**src/rtl/vtg_core.sv**
```systemverilog
module vtg_core #(
  parameter int NTSC_LINE = 796,
  parameter int PAL_LINE  = 944,
  parameter int NTSC_HS   = 59,
  parameter int PAL_HS    = 70,
  parameter int NTSC_DLY  = 48,
  parameter int PAL_DLY   = 58,
  parameter int NTSC_AW   = 640,
  parameter int PAL_AW    = 768,
  parameter int PIX_W     = $clog2((NTSC_LINE > PAL_LINE) ? NTSC_LINE : PAL_LINE)
) (
  input  logic             clk,
  input  logic             rst_n,
  input  logic             tim_rst,
  input  logic [1:0]       mode,
  output logic             hs_n,
  output logic             vs_n,
  output logic             cblank,
  output logic             active,
  output logic [9:0]       line_num,
  output logic [PIX_W-1:0] pix_num,
  output logic [2:0]       field_seq,
  output logic             odd_field
);

  localparam logic [PIX_W-1:0] N_LEN = PIX_W'(NTSC_LINE);
  localparam logic [PIX_W-1:0] P_LEN = PIX_W'(PAL_LINE);
  localparam logic [PIX_W-1:0] N_HSW = PIX_W'(NTSC_HS);
  localparam logic [PIX_W-1:0] P_HSW = PIX_W'(PAL_HS);
  localparam logic [PIX_W-1:0] N_BEG = PIX_W'(NTSC_HS + NTSC_DLY);
  localparam logic [PIX_W-1:0] P_BEG = PIX_W'(PAL_HS + PAL_DLY);
  localparam logic [PIX_W-1:0] N_END = PIX_W'(NTSC_HS + NTSC_DLY + NTSC_AW);
  localparam logic [PIX_W-1:0] P_END = PIX_W'(PAL_HS + PAL_DLY + PAL_AW);

  function automatic logic in_rng(input logic [9:0] l, input logic [9:0] lo, input logic [9:0] hi);
    return (l >= lo) && (l <= hi);
  endfunction

  logic             pal, prog, hold;
  logic [PIX_W-1:0] len, half, hsw, a_beg, a_end;
  logic [PIX_W-1:0] pix_nx;
  logic [9:0]       nlines, f2_line, line_nx;
  logic [2:0]       seq_mask;
  logic             last_pix, fstart_nx, first_half;
  logic             vb_ntsc, vb_pal, vblank;
  logic             vs_ntsc, vs_pal, vs_on, hwin;

  assign pal  = mode[1];
  assign prog = mode[0];

  assign len      = pal ? P_LEN : N_LEN;
  assign half     = len >> 1;
  assign hsw      = pal ? P_HSW : N_HSW;
  assign a_beg    = pal ? P_BEG : N_BEG;
  assign a_end    = pal ? P_END : N_END;
  assign nlines   = pal ? (prog ? 10'd313 : 10'd625) : (prog ? 10'd263 : 10'd525);
  assign f2_line  = pal ? 10'd313 : 10'd263;
  assign seq_mask = pal ? 3'd7 : 3'd3;

  assign last_pix = pix_num >= len - 1'b1;
  assign pix_nx   = last_pix ? '0 : pix_num + 1'b1;
  assign line_nx  = !last_pix ? line_num :
                    (line_num >= nlines) ? 10'd1 : line_num + 10'd1;
  assign fstart_nx = (pix_nx == '0 && line_nx == 10'd1) ||
                     (!prog && line_nx == f2_line && pix_nx == half);

  always_ff @(posedge clk) begin
    if (!rst_n) begin
      pix_num   <= '0;
      line_num  <= 10'd64;
      field_seq <= 3'd0;
      hold      <= 1'b0;
    end else if (tim_rst) begin
      pix_num   <= '0;
      line_num  <= 10'd1;
      field_seq <= 3'd0;
      hold      <= 1'b1;
    end else if (hold) begin
      hold <= 1'b0;
    end else begin
      pix_num  <= pix_nx;
      line_num <= line_nx;
      if (fstart_nx)
        field_seq <= (field_seq + 3'd1) & seq_mask;
    end
  end

  assign first_half = pix_num < half;

  assign vb_ntsc = in_rng(line_num, 10'd1, 10'd17)   ||
                   in_rng(line_num, 10'd261, 10'd279) ||
                   in_rng(line_num, 10'd523, 10'd525) ||
                   (line_num == 10'd260 && !first_half) ||
                   (line_num == 10'd280 && first_half);

  assign vb_pal  = in_rng(line_num, 10'd1, 10'd22)   ||
                   in_rng(line_num, 10'd311, 10'd335) ||
                   in_rng(line_num, 10'd624, 10'd625) ||
                   (line_num == 10'd623 && !first_half) ||
                   (line_num == 10'd23 && first_half);

  assign vblank = pal ? vb_pal : vb_ntsc;

  assign vs_ntsc = in_rng(line_num, 10'd1, 10'd3) ||
                   (!prog && ((line_num == 10'd263 && !first_half) ||
                              in_rng(line_num, 10'd264, 10'd265) ||
                              (line_num == 10'd266 && first_half)));

  assign vs_pal  = in_rng(line_num, 10'd1, 10'd2) ||
                   (line_num == 10'd3 && first_half) ||
                   (!prog && ((line_num == 10'd313 && !first_half) ||
                              in_rng(line_num, 10'd314, 10'd315)));

  assign vs_on = pal ? vs_pal : vs_ntsc;
  assign hwin  = (pix_num >= a_beg) && (pix_num < a_end);

  assign hs_n      = hold || (pix_num >= hsw);
  assign vs_n      = hold || !vs_on;
  assign active    = !hold && hwin && !vblank;
  assign cblank    = !active;
  assign odd_field = prog || !field_seq[0];

endmodule

```
**config.mk**
```make
export PLATFORM = sky130hd
export DESIGN_NAME = vtg_core
export DESIGN_NICKNAME = d
export VERILOG_FILES = /design/src/rtl/vtg_core.sv
export SDC_FILE = /design/constraint.sdc
export NUM_CORES = 1
export LEC_CHECK = 0
export CORE_MARGIN = 5
export CORE_UTILIZATION = 55
export CTS_CLUSTER_DIAMETER = 40
export DETAILED_ROUTE_END_ITERATION = 7
export PLACE_DENSITY_LB_ADDON = 0.25
export SLEW_MARGIN = 25
export SYNTH_ARGS = -nofsm -noshare
export SYNTH_HDL_FRONTEND = slang
export SYNTH_SLANG_ARGS = --single-unit
```
**constraint.sdc**
```tcl
create_clock -name clk -period 5.8 [get_ports clk]
set_input_delay 1.45 -clock clk [delete_from_list [all_inputs] [get_ports clk]]
set_output_delay 1.45 -clock clk [all_outputs]
set_load 0.05 [all_outputs]
```
[Word-level counts from Yosys, hierarchy flattened]
Index checks and enable logic that the tools add are counted.
Operators by class
  add/subtract/negate cells: 4
  multipliers: 0
  div/mod/pow operators: 0
  magnitude comparators: 23
  eq/ne operators: 12
  shift-type cells: 0
  mux-type cells: 17
  bitwise gates (word level): 3
  reduce and logical (&&, ||, !) cells: 54
Operators by type and width (number)
  10-bit two-way mux: 6
  10-bit by 9-bit == test with 1-bit output, second input constant: 5
  10-bit by 9-bit greater-or-equal comparator with 1-bit output, second input constant: 4
  10-bit by 9-bit less-or-equal comparator with 1-bit output, second input constant: 4
  1-bit logical AND: 26
  7-bit two-way mux: 3
  10-bit by 1-bit adder with 10-bit output, second input constant: 2
  10-bit by 9-bit == test with 1-bit output: 2
  10-bit greater-or-equal comparator: 2
  10-bit greater-or-equal comparator, second input constant: 2
  10-bit less-or-equal comparator, second input constant: 2
  10-bit by 2-bit less-or-equal comparator with 1-bit output, second input constant: 2
  10-bit by 5-bit less-or-equal comparator with 1-bit output, second input constant: 2
  1-bit logical OR: 18
  8-bit two-way mux: 2
  10-bit by 1-bit == test with 1-bit output, second input constant: 1
  10-bit == test, second input constant: 1
  10-bit by 2-bit == test with 1-bit output, second input constant: 1
  10-bit by 5-bit == test with 1-bit output, second input constant: 1
  10-bit by 1-bit greater-or-equal comparator with 1-bit output, second input constant: 1
  10-bit by 7-bit greater-or-equal comparator with 1-bit output: 1
  10-bit by 8-bit greater-or-equal comparator with 1-bit output: 1
  10-bit logical NOT: 1
  10-bit less-than comparator: 1
  other kinds (13): 22
Word-level totals
  register bits after elaboration: 24
  latch bits: 0
  bits in writable memories: 0
  ROM bits: 0
  input bits: 5
  output and inout bits: 28
  word-level logic and storage cells: 118
  memories: 0

[Longest topological paths before layout]
Gate-level depths: netlist of the first run.
  depth in word-level cells: 11
  gate-level depth with buffers: 14

[Least setup slack after synthesis of the first run]
OpenSTA, ideal clock, no wires.
  path kind: input -> output
  from: input port mode[1]
  to: output port vs_n
  data arrival time: 4624 ps
  data required time: 4350 ps
  setup slack: -274 ps
  cell stages on the path: 10
  cell sequence: clkbuf_1 inv_1 ha_1 o21bai_1 a311o_1 a21o_1 a31oi_1 o32a_1 nor3_1 o21ai_0
On the way
  cells in the longest elaborated chain, start to end: 11
RTL lines
  start, declared: line 15  | input logic [1:0] mode,
  8-bit two-way mux: line 51  | assign len = pal ? P_LEN : N_LEN;
  10-bit by 9-bit less-than comparator with 1-bit output: line 88  | assign first_half = pix_num < half;
  1-bit logical NOT: line 105, 111
  1-bit logical AND: line 105  | (!prog && ((line_num == 10'd263 && !first_half) ||
  1-bit logical OR: line 105
  1-bit logical OR: line 106  | in_rng(line_num, 10'd264, 10'd265) ||
  1-bit logical AND: line 105
  1-bit logical OR: line 104  | assign vs_ntsc = in_rng(line_num, 10'd1, 10'd3) ||
  1-bit two-way mux *: line 114  | assign vs_on = pal ? vs_pal : vs_ntsc;
  1-bit logical NOT *: line 118  | assign vs_n = hold || !vs_on;
  1-bit logical OR *: line 118
  end, declared: line 17  | output logic vs_n,
Mark *: on every way between the ends. The rest lies on a longest branch, timed or not.

[Worst setup path in the final report of the first run]
  from: input port mode[1]
  to: output port active
On the way
  cells in the longest elaborated chain, start to end: 9
RTL lines
  8-bit two-way mux: line 51
  10-bit by 9-bit less-than comparator with 1-bit output: line 88
  1-bit logical NOT: line 93, 99
  1-bit logical AND, on equally long branches: line 93, 99
  1-bit logical OR, on equally long branches: line 92, 98
  1-bit logical OR, on equally long branches: line 93, 99
  1-bit two-way mux: line 102  | assign vblank = pal ? vb_pal : vb_ntsc;
  1-bit logical NOT: line 119  | assign active = !hold && hwin && !vblank;
  1-bit logical AND *: line 119
  end, declared: line 19  | output logic active,
Marked as above.

==> results of run 1 <==
==> worst max-delay path: cells and delay by family <==
kind / cells / cell delay [ns]
AO/OA/AOI/OAI: 8 / 1.56
adder cells (fa/ha/maj): 1 / 0.32
buffers and inverters: 5 / 0.79
==> final timing paths <==
| kind | from | slack (ns) | end |
|---|---|---|---|
| max | mode[1] | 0.22 | active |
| min | field_seq[1]$_SDFFE_PP0P_ | 0.50 | field_seq[1]$_SDFFE_PP0P_ |
| max reg2reg | pix_num[1]$_SDFFE_PP0N_ | 2.23 | field_seq[1]$_SDFFE_PP0P_ |
| min reg2reg | field_seq[1]$_SDFFE_PP0P_ | 0.50 | field_seq[1]$_SDFFE_PP0P_ |
==> sequential cells by signal (all words and copies together), names as in the netlist <==
signal,count
pix_num,10
hold,1
line_num,10
field_seq,3
==> cell families (layout without fill, tap and decap cells) <==
group / count (synthesis) / in the layout / share of synthesized area (%)
multiplexers: 4 / 4 / 1.44
buffers and inverters: 40 / 57 / 6.05
adder cells (fa/ha/maj): 30 / 30 / 13.5
AO/OA/AOI/OAI: 126 / 126 / 30.0
AND/OR/NAND/NOR: 159 / 159 / 29.8
flip-flops: 24 / 24 / 17.3
XOR/XNOR: 6 / 6 / 1.90
==> repair_timing <==
| action | in CTS | in global routing |
|---|---|---|
| hold buffers | 0 | 0 |
| pin swaps | 2 | 0 |
| setup endpoints to repair | 3 | 2 |
| buffers inserted | 2 | 0 |
| gates resized for setup | 2 | 2 |
==> metal layers <==
metal | global-route usage (%) | vias to the layer above
met2 | 43.3 | 123
met4 | 6.76 | 0
li1 | - | 1488
met3 | 2.77 | 7
met5 | 0 | -
met1 | 34.6 | 1466
==> power by group <==
part / switching (mW) / leakage (nW) / internal, mW
Clock: 0.0544 / 0.0357 / 0.0923
Sequential: 0.00619 / 0.194 / 0.167
Combinational: 0.0441 / 0.942 / 0.0262
Total: 0.105 / 1.17 / 0.285
==> cell usage after synthesis, types with 3 or more instances <==
library cell,count
nor3_1,8
nor2_1,38
and2_1,3
dfxtp_1,24
nand3_1,18
nor4b_1,3
nand4_1,5
nand2_1,37
xnor2_1,4
and3_1,5
a31oi_1,14
nor4_1,4
ha_1,30
a21oi_1,31
mux2i_1,4
a22oi_1,4
inv_1,13
nand3b_1,6
nand2b_1,6
o21ai_0,34
or3_1,6
clkbuf_1,21
nor2b_1,6
a211oi_1,3
a21o_1,4
==> cell type report <==
class                           count  area, sq um
Multi-Input combinational cell    325         2140
Clock buffer                        3         41.3
Fill cell                         460         1610
Timing Repair Buffer               40          382
Sequential cell                    24          480
Clock inverter                      1         30.0
Tap cell                           67         83.8
Inverter                           13         48.8
==> through the flow <==
| stage | hold WS, ns | instance area (sq um) | total power [mW] | setup slack, ns |
|---|---|---|---|---|
| floorplan | 0.495 | 2790 | 0.222 | 0.00640 |
| global placement | 0.471 | 3120 | 0.245 | 0.00319 |
| detailed placement | 0.486 | 3120 | 0.246 | -0.0485 |
| CTS | 0.502 | 3200 | 0.392 | 0.186 |
| global route | 0.552 | 3210 | 0.409 | 0.0218 |
| finish | 0.497 | 3210 | 0.390 | 0.217 |
==> summary.txt, run 1 <==
Drt
  • WL met3: 488 um
  • Drt pass-1 iters: 6
  • Vias per cell: about 6.5
  • DRT Wirelength: ~7900 um
  • Post-DRT Antenna Nets: 0
  • Post-DR wirelength/cell: 16.8 um
  • DR iter-0 viols: between 200 and 300
  • M1 WL: ~3600 um
  • Highest metal used: met4
  • DR vias: between 3,000 and 4,000
  • DRC viols: 0
  • DR WL met2: between 3000 and 4000 um

Global route
  • Tot GR Track Use: about a quarter
  • Antenna violations before repair: 0
  • Largest net degree at the start of global routing: 21
  • Vias in the first global route: about 2,800
  • Grt ovf: 0
  • First-pass GRT wire length: 13,500 um

Setup path
  • Worst Setup End Kind: output port
  • CP Cell Sequence: dlygate4sd2_1 > inv_2 > ha_1 > o21bai_1 > a311o_1 > a21o_1 > a31oi_2 > buf_4 > a31oi_1 > a2111oi_2 > o41ai_1 > buf_4 > o2111a_2 > buf_12
  • Worst EP arrival: around 4.1 ns
  • Max incr delay on CP: approximately 0.35 ns
  • Crit Path Class: primary input to output port
  • Worst Path Required: approximately 4.4 ns
  • CP dominant cell by count: buf_4
  • Top fanout value on the critical path: 5
  • Worst r2r path cells: 9
  • Crit path max-delay cell type: a311o_1
  • Startpoint Class: primary input

Finish
  • Number of diodes: 0
  • Most frequent cells in the layout: nor2_1, nand2_1, o21ai_0, a21oi_1, ha_1
  • Finished Layout Cells: about 470
  • Nets@finish: about 440
  • Most common cell after layout, fill and taps aside: nor2_1
  • Layout cells sized above 1: roughly 7.4%
  • Final cell utilization of the core: between 60% and 70%
  • Area grow syn2layout: 15.8%

Floorplanning
  • Rows: 25
  • Core area: 4820 sq um
  • Starting Density: a little under three fifths
  • Die Area: 6560 sq um
  • Die H: roughly 81 um
  • Die width: approximately 81 um
  • Total I/O pin count: 33

STA
  • Final min period: around 5.6 ns
  • Setup TNS: 0 ns
  • Clk_skew: between 0.002 and 0.0025 ns
  • Final Setup Violations: 0
  • Fmax: 0.179 GHz
  • Hold violation count in the final report: 0
  • Worst slew pin tran: roughly 0.91 ns
  • Slew HR: between 30% and 40%
  • Max-slew violations: 0
  • RSZ-0062 raised after global routing: no
  • Final period util: 96.3%

Yosys
  • Yosys top cell area share: between 15 and 20%
  • Asr flop ratio synth: 0%
  • Synth Instances: 389
  • Synth area leaders: dfxtp_1, ha_1, o21ai_0
  • Synth Register Bits: 24
  • Synth warn: 0
  • Post-synthesis cell area: roughly 2800 sq um
  • Syn Area/Cell: between 7 and 8 sq um
  • Post-synthesis cell type count: 67
  • Mapped Nets: between 400 and 500
  • Post-synth top area cell: dfxtp_1
  • Post-synthesis sequential area ratio: 17.3%
  • Number of synthesized flops with an enable pin: 0
  • Ys flop type: dfxtp_1

Clocking
  • Worst skew pair latency: about 0.27 ns
  • Clock transition at the registers of the reported paths: approximately 0.08 ns
  • H-Tree Depth: 1
  • Root buf cell: clkbuf_8
  • Maximum buffer depth of the clock tree: 2
  • CTS tree: done
  • Clock net sink count: 24
  • CTS buffer count: 3

Place
  • Final RePlAce weighted congestion: 0.958
  • # placed instances: between 400 and 500
  • Port Buffers: 32
  • Placed wire-length estimate: 5800 um

Worst hold path
  • Worst Hold Path Cells: 2
  • Hold crit path type: register to register

Run status
  • Status: finished, final reports clean

Pwr
  • Cell Pwr Density: 121 nW/um^2
  • LEAKAGE: approximately 1.2 nW
  • Max VDD drop: approximately 0.00009 V

Run
  • Max-Cap Viols: 0
No activity file was read; power rests on OpenSTA's default activity.
==> run 2, diff against run 1 <==
CORE_ASPECT_RATIO = 1.25   (was not set)
==> run 2 against run 1 <==
Against the previous run:
- flip-flop and latch count unchanged
- largest cell class unchanged
- clock skew about the same
- register-to-register slack worse by 0.04 ns
- combinational power up 3.6%
- non-clock buffer count up 3
==> summary.txt, run 2 (synthesis gave the netlist of run 1 again) <==
Drt
  • Vias per cell: 6.64 (+1.8%)
  • DRC viols: 0 (unchanged)
  • DR vias: 3,126 (+1.4%)
  • Post-DR wirelength/cell: 17.9 um (+6.7%)
  • Drt pass-1 iters: 4 (-2)
  • Post-DRT Antenna Nets: 0 (unchanged)
  • DR iter-0 viols: 199 (-22%)
  • DRT Wirelength: 8430 um (+6.3%)

Floorplanning
  • Die H: 89.4 um (+10%)
  • Die width: 73.5 um (-9.3%)
  • Total I/O pin count: 33 (unchanged)
  • Starting Density: 55.8% (-1.8 points)
  • Core area: 4970 sq um (+3.2%)
  • Rows: 29 (+16%)
  • Die Area: 6570 sq um (+0.14%)

STA
  • Final Setup Violations: 0 (unchanged)
  • Max-slew violations: 0 (unchanged)
  • Worst setup margin: 0.238 ns (+0.0210 ns)
  • RSZ-0062 raised after global routing: no
  • Clk_skew: 0.00215 ns (+0.000139 ns)
  • Final period util: 95.9% (-0.36 points)
  • Final min period: 5.56 ns (-0.0210 ns)
  • Worst slew pin tran: 0.799 ns (-0.112 ns)
  • Hold violation count in the final report: 0 (unchanged)
  • Fmax: 0.180 GHz (+0.38%)
  • Slew HR: 46.3% (+7.4 points)

Setup path
  • Worst Path Required: 4.35 ns (about the same)
  • CP Cell Sequence: dlygate4sd2_1 > inv_2 > ha_4 > o21bai_1 > a311o_1 > a21o_1 > a31oi_2 > buf_4 > a31oi_1 > a2111oi_1 > o41ai_1 > buf_4 > o2111a_2 > buf_12
  • CP Buf/Inv Count: 5 (unchanged)
  • Worst EP arrival: 4.11 ns (-0.02 ns)
  • Worst Setup End Kind: output port
  • Crit Path Class: primary input to output port
  • CP dominant cell by count: buf_4
  • R2R Setup Slk: 2.19 ns (-0.04 ns)
  • Cell family with most CP delay: compound AO/OA/AOI/OAI gates
  • Top fanout value on the critical path: 5 (unchanged)
  • Crit path max-delay cell type: a2111oi_1
  • Max incr delay on CP: 0.38 ns (+0.03 ns)
  • Startpoint Class: primary input

Finish
  • Finished Layout Cells: 471 (-0.42%)
  • Fill count: 453 (-1.5%)
  • Nets@finish: 445 (+0.68%)
  • Area grow syn2layout: 16.7%
  • Most frequent cells in the layout: nor2_1, nand2_1, o21ai_0, a21oi_1, ha_1
  • Most common cell after layout, fill and taps aside: nor2_1
  • Number of diodes: 0 (unchanged)
  • Final instance area: 3230 sq um (+0.74%)
  • FF+latch area: 480 sq um (unchanged)
  • Largest registers: line_num (10), pix_num (10), field_seq (3)
  • Layout cells sized above 1: 8.07% (+0.68 points)
  • Area of the multi-input gates: 2150 sq um (+0.35%)

Place
  • Placed wire-length estimate: 6120 um (+5.5%)
  • Port Buffers: 32 (unchanged)
  • # placed instances: 465 (-0.43%)
  • Placement Setup Slack: -0.0805 ns (-0.0320 ns)
  • Placed Area: 3140 sq um (+0.52%)
  • Final RePlAce weighted congestion: 0.952 (-0.66%)

Global route
  • Largest net degree at the start of global routing: 21 (unchanged)
  • Antenna violations before repair: 0 (unchanged)
  • GR Util met3: 3.71% (+0.94 points)
  • Vias in the first global route: 3,019 (+8.3%)
  • GRT met1 Usage: 32.0% (-2.6 points)
  • GR Util met2: 46.6% (+3.3 points)
  • First-pass GRT wire length: 14,100 um (+4.2%)
  • Tot GR Track Use: 26.7% (+1.0 points)
  • Grt ovf: 0 (unchanged)
  • GR peak layer: met2

Clocking
  • H-Tree Depth: 1 (unchanged)
  • Clock net sink count: 24 (unchanged)
  • Clock transition at the registers of the reported paths: 0.09 ns (about the same)
  • Root buf cell: clkbuf_8
  • Worst skew pair latency: 0.27 ns (about the same)
  • Maximum buffer depth of the clock tree: 2 (unchanged)
  • CTS buffer count: 3 (unchanged)
  • CTS tree: done

Run
  • Max-Cap Viols: 0 (unchanged)

Run status
  • Status: finished, final reports clean

Worst hold path
  • Hold crit path type: register to register

Pwr
  • Final Total Pwr: 0.396 mW (+1.5%)
  • Cell Pwr Density: 122 nW/um^2 (+0.73%)
  • Max VDD drop: 0.000128 V (+38%)
  • LEAKAGE: 1.19 nW (+1.1%)
-- run 2: cell count changes in the layout (fill, tap and decap cells not counted) --
cell,before,now
a2111oi_2,3,2
ha_4,0,1
ha_1,30,29
buf_4,11,14
a2111oi_1,0,1
-- run 2: area by class of cell --
class                           count  share of cell area (%)
Inverter                           13                    1.51
Sequential cell                    24                    14.9
Clock buffer                        3                    1.28
Tap cell                           62                    2.40
Timing Repair Buffer               43                    12.5
Multi-Input combinational cell    325                    66.5
Clock inverter                      1                   0.928
-- run 2: where the power goes --
part | switching (mW) | leakage, nW | internal [mW]
registers | 0.00572 | 0.194 | 0.167
clock network | 0.0579 | 0.0357 | 0.0924
logic | 0.0455 | 0.956 | 0.0274
-- run 2: timing repair --
item                                    CTS  global route
hold buffers                              0             0
setup buffers                             2             0
resized for setup                         4             0
endpoints found under the setup margin    2             0
-- run 2: worst reg2reg max path: stages (launching register included) --
cell and delay (ns):
dfxtp_1 0.51, ha_1 0.46, a21oi_1 0.16, o31ai_1 0.71
nand2_1 0.19, buf_4 0.24, nand2_1 0.13, nand2_1 0.09
or4b_1 0.54, a21oi_1 0.28, mux2i_1 0.23
-- run 2: worst paths after layout --
path,from,end,cells past startpoint
max reg2reg,pix_num[0]$_SDFFE_PP0N_,field_seq[1]$_SDFFE_PP0P_,10
min reg2reg,field_seq[1]$_SDFFE_PP0P_,field_seq[1]$_SDFFE_PP0P_,2
min,field_seq[1]$_SDFFE_PP0P_,field_seq[1]$_SDFFE_PP0P_,2
max,mode[1],active,14
-- run 2: per-stage QoR --
stage                     TNS [ns]  hold slack, ns  utilization (%)
after floorplan                  0           0.495                -
after global placement           0           0.467             63.1
after detailed placement    -0.145           0.501             63.1
after CTS                        0           0.516             65.1
after global routing             0           0.539             65.1
final                            0           0.505             65.1
-- run 2: layer usage --
metal | up-vias | part of all wire (%)
li1 | 1481 | -
met1 | 1474 | 40
met2 | 135 | 49
met3 | 36 | 6.2
met4 | 0 | 4.1
met5 | - | 0
==> run 3, diff against run 2 <==
CTS_CLUSTER_SIZE = 8   (was not set)
==> results of run 3 <==
The final DEF is identical to that of run 2; final timing and power are the same.
